`src/rtl/pe_status_pkg.sv`:
```
package pe_status_pkg;
  typedef enum logic [2:0] {
    OP_IDLE  = 3'd0,
    OP_PROG  = 3'd1,
    OP_ERASE = 3'd2,
    OP_ESUSP = 3'd3,
    OP_SPROG = 3'd4
  } op_e;

  // Work in progress: the array is busy and ready is low.
  function automatic logic fn_busy(input logic [2:0] op);
    return (op == OP_PROG) || (op == OP_ERASE) || (op == OP_SPROG);
  endfunction

  // Any defined non-idle state: toggle state is retained.
  function automatic logic fn_active(input logic [2:0] op);
    return fn_busy(op) || (op == OP_ESUSP);
  endfunction
endpackage

```
`src/rtl/pes_edge.sv`:
```
module pes_edge (
  input  logic clk,
  input  logic rst_n,
  input  logic din,
  output logic rise
);
  logic din_q;
  always_ff @(posedge clk or negedge rst_n) begin
    if (!rst_n) din_q <= 1'b0;
    else        din_q <= din;
  end
  assign rise = din & ~din_q;
endmodule

```
`src/rtl/pes_toggle.sv`:
```
module pes_toggle (
  input  logic clk,
  input  logic rst_n,
  input  logic clr,
  input  logic adv,
  output logic q
);
  always_ff @(posedge clk or negedge rst_n) begin
    if (!rst_n)   q <= 1'b0;
    else if (clr) q <= 1'b0;
    else if (adv) q <= ~q;
  end
endmodule

```
`src/rtl/pes_sticky.sv`:
```
module pes_sticky (
  input  logic clk,
  input  logic rst_n,
  input  logic clr,
  input  logic set,
  output logic q
);
  always_ff @(posedge clk or negedge rst_n) begin
    if (!rst_n)   q <= 1'b0;
    else if (clr) q <= 1'b0;
    else if (set) q <= 1'b1;
  end
endmodule

```
`src/rtl/pes_decode.sv`:
```
module pes_decode
  import pe_status_pkg::*;
#(
  parameter int AW   = 8,
  parameter int NSEC = 8,
  localparam int SW  = (NSEC > 1) ? $clog2(NSEC) : 1
) (
  input  logic [2:0]      op_state,
  input  logic            prog_d7,
  input  logic [AW-1:0]   prog_addr,
  input  logic [AW-1:0]   rd_addr,
  input  logic [NSEC-1:0] susp_map,
  input  logic [SW-1:0]   rd_sector,
  input  logic            win_closed,
  output logic            sel,
  output logic            q7,
  output logic            q3,
  output logic            q2_force,
  output logic            en6,
  output logic            en2
);
  logic sec_hit;
  logic addr_hit;

  always_comb begin
    sec_hit = 1'b0;
    for (int i = 0; i < NSEC; i++)
      if (rd_sector == SW'(i)) sec_hit = susp_map[i];
  end

  assign addr_hit = (rd_addr == prog_addr);

  always_comb begin
    sel      = 1'b0;
    q7       = 1'b0;
    q3       = 1'b0;
    q2_force = 1'b0;
    en6      = fn_busy(op_state);
    en2      = 1'b0;
    case (op_e'(op_state))
      OP_PROG: begin
        sel = 1'b1;
        q7  = ~prog_d7;
      end
      OP_ERASE: begin
        sel = 1'b1;
        q3  = win_closed;
        en2 = sec_hit;
      end
      OP_ESUSP: begin
        sel = sec_hit;
        q7  = sec_hit;
        en2 = sec_hit;
      end
      OP_SPROG: begin
        sel      = addr_hit | sec_hit;
        q7       = addr_hit ? ~prog_d7 : sec_hit;
        q2_force = addr_hit;
        en2      = sec_hit & ~addr_hit;
      end
      default: ;
    endcase
  end
endmodule

```
`src/rtl/pe_status_gen.sv`:
```
module pe_status_gen
  import pe_status_pkg::*;
#(
  parameter int AW   = 8,
  parameter int NSEC = 8,
  localparam int SW  = (NSEC > 1) ? $clog2(NSEC) : 1
) (
  input  logic            clk,
  input  logic            rst_n,
  input  logic [2:0]      op_state,
  input  logic            prog_d7,
  input  logic [AW-1:0]   prog_addr,
  input  logic [AW-1:0]   rd_addr,
  input  logic [NSEC-1:0] susp_map,
  input  logic [SW-1:0]   rd_sector,
  input  logic            rd_stb,
  input  logic            tmo,
  input  logic            win_closed,
  input  logic            rst_cmd,
  output logic            st_q7,
  output logic            st_q6,
  output logic            st_q5,
  output logic            st_q3,
  output logic            st_q2,
  output logic            st_sel,
  output logic            ready
);
  localparam int NTOG = 2;

  logic            rd_rise;
  logic            q2_force;
  logic            en6, en2;
  logic            tog_clr;
  logic [NTOG-1:0] tog_en;
  logic [NTOG-1:0] tog_q;

  pes_edge u_edge (
    .clk(clk), .rst_n(rst_n), .din(rd_stb), .rise(rd_rise)
  );

  pes_decode #(.AW(AW), .NSEC(NSEC)) u_dec (
    .op_state(op_state), .prog_d7(prog_d7), .prog_addr(prog_addr),
    .rd_addr(rd_addr), .susp_map(susp_map), .rd_sector(rd_sector),
    .win_closed(win_closed), .sel(st_sel), .q7(st_q7), .q3(st_q3),
    .q2_force(q2_force), .en6(en6), .en2(en2)
  );

  assign tog_clr = ~fn_active(op_state);
  assign tog_en  = {en2, en6};

  // index 0: general toggle, index 1: sector toggle
  for (genvar g = 0; g < NTOG; g++) begin : g_tog
    pes_toggle u_tog (
      .clk(clk), .rst_n(rst_n), .clr(tog_clr),
      .adv(rd_rise & tog_en[g]), .q(tog_q[g])
    );
  end

  pes_sticky u_tmo (
    .clk(clk), .rst_n(rst_n), .clr(rst_cmd),
    .set(tmo & fn_busy(op_state)), .q(st_q5)
  );

  assign st_q6 = tog_q[0];
  assign st_q2 = tog_q[1] | q2_force;
  assign ready = ~fn_busy(op_state);
endmodule

```
`config.mk`:
```
export PLATFORM = sky130hd
export DESIGN_NAME = pe_status_gen
export DESIGN_NICKNAME = d
export VERILOG_FILES = /design/src/rtl/pe_status_pkg.sv /design/src/rtl/pes_edge.sv /design/src/rtl/pes_toggle.sv /design/src/rtl/pes_sticky.sv /design/src/rtl/pes_decode.sv /design/src/rtl/pe_status_gen.sv
export SDC_FILE = /design/constraint.sdc
export NUM_CORES = 1
export LEC_CHECK = 0
export BUFFER_PORTS_ARGS = -buffer_cell sky130_fd_sc_hd__buf_4
export CORE_MARGIN = 3
export CORE_UTILIZATION = 35
export DETAILED_ROUTE_END_ITERATION = 8
export PLACE_DENSITY = 0.72
export RECOVER_POWER = 100
export SLEW_MARGIN = 20
export SYNTH_ARGS = -nofsm -noshare
export SYNTH_HDL_FRONTEND = slang
export SYNTH_HIERARCHICAL = 1
export SYNTH_SLANG_ARGS = --single-unit
```
`constraint.sdc`:
```
create_clock -name clk -period 1.4 [get_ports clk]
set_input_delay 0.14 -clock clk [delete_from_list [all_inputs] [get_ports clk]]
set_output_delay 0.14 -clock clk [all_outputs]
set_load 0.02 [all_outputs]
```
Word level (Yosys, flattened, before mapping):

Index checks and enable logic that the tools add are counted.

* bits in registers: 4

* eq/ne operators: 14
* multiplexer cells: 20
* bitwise gates (word level): 13
* reductions and logical operators: 7

Operators by type and width (number)
* $mux 1: 17
* $eq 3x3->1 const B: 5
* $eq 3x2->1 const B: 4
* $eq 8x8->1: 1
* $eq 3x1->1 const B: 2
* $not 1->1: 6
* $pmux 1 s3: 2
* $and 1x1->1: 5
* $ne 2x1->1 const B: 2
* $reduce_or 2->1: 2
* $logic_not 3->1: 1
* $logic_or 1x1->1: 3
* $or 1x1->1: 2
* $pmux 1 s2: 1
* $reduce_bool 2->1: 1

Longest topological paths before layout:

* depth after elaboration: 14
* mapped depth: 7
* gate-level depth less buffers: 7

Modules after synthesis:

Netlist, hierarchy kept.

Modules (own cells, without submodules)
* pes_decode: instances 1, cells each 37, area an instance 296.5 sq um, sequential area each 0.0 sq um
* pes_toggle: instances 2, cells each 3, area an instance 37.5 sq um, sequential area each 25.0 sq um
* pe_status_gen: instances 1, cells each 9, area an instance 57.6 sq um, sequential area each 0.0 sq um
* pes_edge: instances 1, cells each 2, area an instance 38.8 sq um, sequential area each 25.0 sq um
* pes_sticky: instances 1, cells each 2, area an instance 35.0 sq um, sequential area each 25.0 sq um

Least setup slack after synthesis:

OpenSTA, ideal clock, no wires.

* path type: input -> output
* from: in prog_addr[3]
* to: out st_q7
* arrival time: 1377 ps
* required time: 1260 ps
* path slack: -117 ps
* stages on the path: 4
* cell sequence: xor2_1 nor4_2 a21oi_2 o31ai_1

* longest elaborated chain between the ends: 3

Ends and longest elaborated chain
* from (decl): line pe_status_gen.sv:12 `input logic [AW-1:0] prog_addr,`
* $eq 8x8->1: line pes_decode.sv:31 `assign addr_hit = (rd_addr == prog_addr);`
* $mux 1: line pes_decode.sv:57 `q7 = addr_hit ? ~prog_d7 : sec_hit;`
* $pmux 1 s3: line pes_decode.sv:40 `case (op_e'(op_state))`
* to (decl): line pe_status_gen.sv:20 `output logic st_q7,`

Every way passes these cells.

Final worst setup path:

* from: in rd_sector[0]
* to: out st_q7

* longest elaborated chain between the ends: 11
* elaborated cells on any way between the ends: 18
* those cells by class: eq/ne: 7; mux: 10; reduce/logical: 1

Ends and longest elaborated chain
* from (decl): line pe_status_gen.sv:15 `input logic [SW-1:0] rd_sector,`
* $logic_not 3->1: line pes_decode.sv:28 `if (rd_sector == SW'(i)) sec_hit = susp_map[i];`
* $mux 1 (7 in series): line pes_decode.sv:28
* $mux 1 *: line pes_decode.sv:28
* $mux 1: line pes_decode.sv:57
* $pmux 1 s3 *: line pes_decode.sv:40

Every way passes the cells marked *; elsewhere a longest branch is shown, timed or not.

==> results_dict.tcl <==
set metrics [dict create \
    result_of_the_run "finished with violations" \
    violations "setup timing" \
    yosys.cell_types.count 24 \
    min_period_over_period_pct 109 \
    coreArea_sq_um 1320 \
    dieArea_sq_um 1930 \
    final_net_count 145 \
    setup_violation_total_in_the_final_timing_report 3 \
    synth.largest_area_cell "sky130_fd_sc_hd__dfrtp_1" \
    internal_power_mw 0.372 \
    io_pins 44 \
    rows 13 \
    rr_startpoint "u_edge/din_q$_DFF_PN0_" \
    placed_cell_area_sq_um 857 \
    port_buffers 43 \
    async_flop_share_pct 100 \
    most_common_cell_in_the_synthesized_netlist "sky130_fd_sc_hd__xor2_1" \
    cts_root_buffer_type "sky130_fd_sc_hd__clkbuf_4" \
    grt_first_pass_wirelength_microns 2260 \
    synth_top_flop_cell "sky130_fd_sc_hd__dfrtp_1" \
    clock_latency_ps 240 \
    ys_seq_elements 4 \
    total_instance_count_after_detailed_placement 116 \
    hold_end "u_edge/din_q$_DFF_PN0_" \
    cts_buffer_depth 2 \
    switching_power_mw 0.172 \
    grt_ovf 0 \
    power.combinational.fraction_pct 49.4 \
    gp_congestion 0.691 \
    maximum_number_of_pins_on_one_net_before_global_route_repair 12 \
    dr.pass1.iters 3 \
    cp.required_ps 1260 \
    drt_wl_total_microns 1440 \
    grt.total_usage_pct 15.9 \
    ant_nets 0 \
    h-tree-depth 1 \
    layoutNonFillerInstCount 121 \
    top_post_synthesis_cells_by_count "sky130_fd_sc_hd__xor2_1, sky130_fd_sc_hd__nor2_1, sky130_fd_sc_hd__nand2_1" \
    rsz0062_at_grt "true" \
    synth_area_sq_um 503 \
    vias_per_cell 4.86 \
    clkPwrFrac_pct 26.9 \
    tritoncts.num_buffers 3 \
    antenna_cells 0 \
    netlist_instances 56 \
    max_slew.worst_pin.slew_ps 387 \
    vias 588 \
    path_clk_slew_ps 40 \
    first_global_vias 595 \
    reg2reg_setup_slack_ps 450 \
    arrival_ps 1390 \
    netSwitchingFraction_pct 31.6 \
    setup_slack_ps -128 \
    floorplan.initialDensity_pct 38.2 \
    ff2ff_path_depth 4 \
    globalRouteMet3Util_pct 7.88 \
    avgRoutedWirePerCell_microns 11.9 \
    hp-class "in -> reg" \
    report.power.total_mw 0.543 \
    horizontal_die_dimension_microns 43.9 \
    synth_sequential_area_ratio_pct 19.9 \
    number_of_antenna_violations_at_the_first_check_in_global_routing 0 \
    synth_warn 6 \
    global_route.peak_usage_layer "met2" \
    worstSetupPathType "in -> out" \
    remaining_drc_errors 0 \
    p_seq_share_pct 23.7 \
    number_of_nets_in_the_synthesized_netlist 93 \
    leakage_nw 0.458 \
    post_route_cells_drive_above_1_share_pct 55.7 \
    worstReg2RegEnd "g_tog[0].u_tog/q$_DFFE_PN0P_" \
    areaGrowthSynthToFinish_pct 88.6 \
    endpoint_kind "primary output" \
    maximum_vdd_drop_uv 528 \
    clock_tree_from_tritoncts "yes" \
    clock_sinks 4 \
    timing.final.max_slew_violations 0 \
    powerDensity_nw_per_um2 573 \
    gr-usage-met2_pct 27.6 \
    relSlewSlack_pct 74.2 \
    max_cap_viol_count 0 \
    worstSetupStartpointType "input pin" \
    number_of_enable_flip_flop_cells_after_synthesis 0 \
    post_synth.cell_area_avg_sq_um 8.98 \
    hold_path_depth 1 \
    die_height_microns 43.9 \
    synthTopCellsByArea "sky130_fd_sc_hd__dfrtp_1, sky130_fd_sc_hd__xor2_1, sky130_fd_sc_hd__mux4_1, sky130_fd_sc_hd__xnor2_1, sky130_fd_sc_hd__nor4_2" \
    worstHoldStart "rd_stb" \
    met1_routing_resource_usage_after_global_routing_pct 15.6 \
    finalHoldViolCount 0 \
    fin_crit_ps 1530 \
    finish.instance_area_sq_um 948 \
    max_clock_freq_mhz 654 \
    timing.clock.skew_ps 7.61 \
    detail_route.iter0.violations 4 \
    detailed_place_hpwl_microns 1150 \
    synth.top_cell.area_share_pct 19.9 \
    n_fill_cell 110 \
    critical_path_peak_fanout 4 \
]
==> layout by cell type (no fill, tap or decap), types with 2 or more instances in the layout <==
master,n
sky130_fd_sc_hd__mux4_2,2
sky130_fd_sc_hd__o21ai_0,3
sky130_fd_sc_hd__buf_4,34
sky130_fd_sc_hd__or3_1,2
sky130_fd_sc_hd__nor2_1,6
sky130_fd_sc_hd__buf_6,4
sky130_fd_sc_hd__xor2_2,2
sky130_fd_sc_hd__clkbuf_4,4
sky130_fd_sc_hd__dfrtp_1,4
sky130_fd_sc_hd__and3_1,2
sky130_fd_sc_hd__xor2_1,7
sky130_fd_sc_hd__clkbuf_1,6
sky130_fd_sc_hd__xnor2_1,2
sky130_fd_sc_hd__nand2_1,5
sky130_fd_sc_hd__a21oi_1,2
==> layout make-up <==
cell class,instances,area [sq um],share of cell area [%]
Clock buffer,3,22.5,2.37
Inverter,1,3.75,0.396
Multi-Input combinational cell,51,448,47.2
Sequential cell,4,100,10.6
Tap cell,15,18.8,1.98
Timing Repair Buffer,47,355,37.5
==> what timing repair did <==
| action | in CTS | in global routing |
|---|---|---|
| setup endpoints to repair | 3 | 4 |
| hold buffers | 1 | 0 |
| resized for setup | 10 | 5 |
| buffers inserted | 0 | 1 |
| pin swaps | 8 | 4 |
| hold endpoints to repair | 4 | 0 |
==> sequential cells by signal, summed over array words and instances, names as in the netlist <==
name and flops:
g_tog.u_tog/q 2, u_edge/din_q 1, u_tmo/q 1
==> logic make-up (layout without fill, tap and decap cells) <==
kind of cell / count (synthesis) / count (layout) / synth area share [%]
AOI/OAI and AO/OA: 14 / 14 / 19.2
xor gates and xnor gates: 12 / 12 / 20.9
buffers and inverters: 1 / 51 / 0.746
DFF: 4 / 4 / 19.9
muxes: 3 / 3 / 13.4
and+or+nand+nor: 22 / 22 / 25.9
==> power by group through the flow <==
stage                     logic, mW  clock network, mW  registers (mW)
final                         0.268              0.146           0.129
after global routing          0.292              0.158           0.130
after CTS                     0.265              0.151           0.129
after detailed placement      0.245                  0           0.130
after global placement        0.242                  0           0.130
after floorplan               0.108                  0           0.135
==> worst max-delay path, cell delays in order <==
cell	delay, ps
sky130_fd_sc_hd__buf_8	70
sky130_fd_sc_hd__mux4_2	470
sky130_fd_sc_hd__mux2_4	320
sky130_fd_sc_hd__a21oi_4	150
sky130_fd_sc_hd__o31ai_2	70
sky130_fd_sc_hd__buf_4	160
==> per-stage QoR <==
stage | hold slack [ps] | setup WS, ps | util (%) | setup TNS (ps)
detailed placement | -62.4 | -210 | 65.1 | -588
finish | 39.0 | -128 | 72.0 | -230
CTS | 10.2 | -125 | 70.8 | -265
floorplan | -156 | -43.2 | - | -43.2
global placement | -62.3 | -187 | 65.1 | -536
global route | 30.8 | -176 | 72.0 | -402
==> routing by layer <==
layer  up-vias  wire [microns]
li1        298               -
met1       257             522
met2        29             707
met3         4             195
met4         0              17
met5         -               0
==> how the worst max path moves through the flow <==
stage / start / to / cells past startpoint
after floorplan: rd_sector[0] / g_tog[1].u_tog/q$_DFFE_PN0P_ / 6
after CTS: rd_sector[0] / st_q7 / 6
after global placement: rd_sector[0] / g_tog[1].u_tog/q$_DFFE_PN0P_ / 7
after global routing: rd_sector[0] / st_q7 / 6
final: rd_sector[0] / st_q7 / 6
after detailed placement: rd_sector[0] / g_tog[1].u_tog/q$_DFFE_PN0P_ / 7
Power figures use the tool's default switching activity.
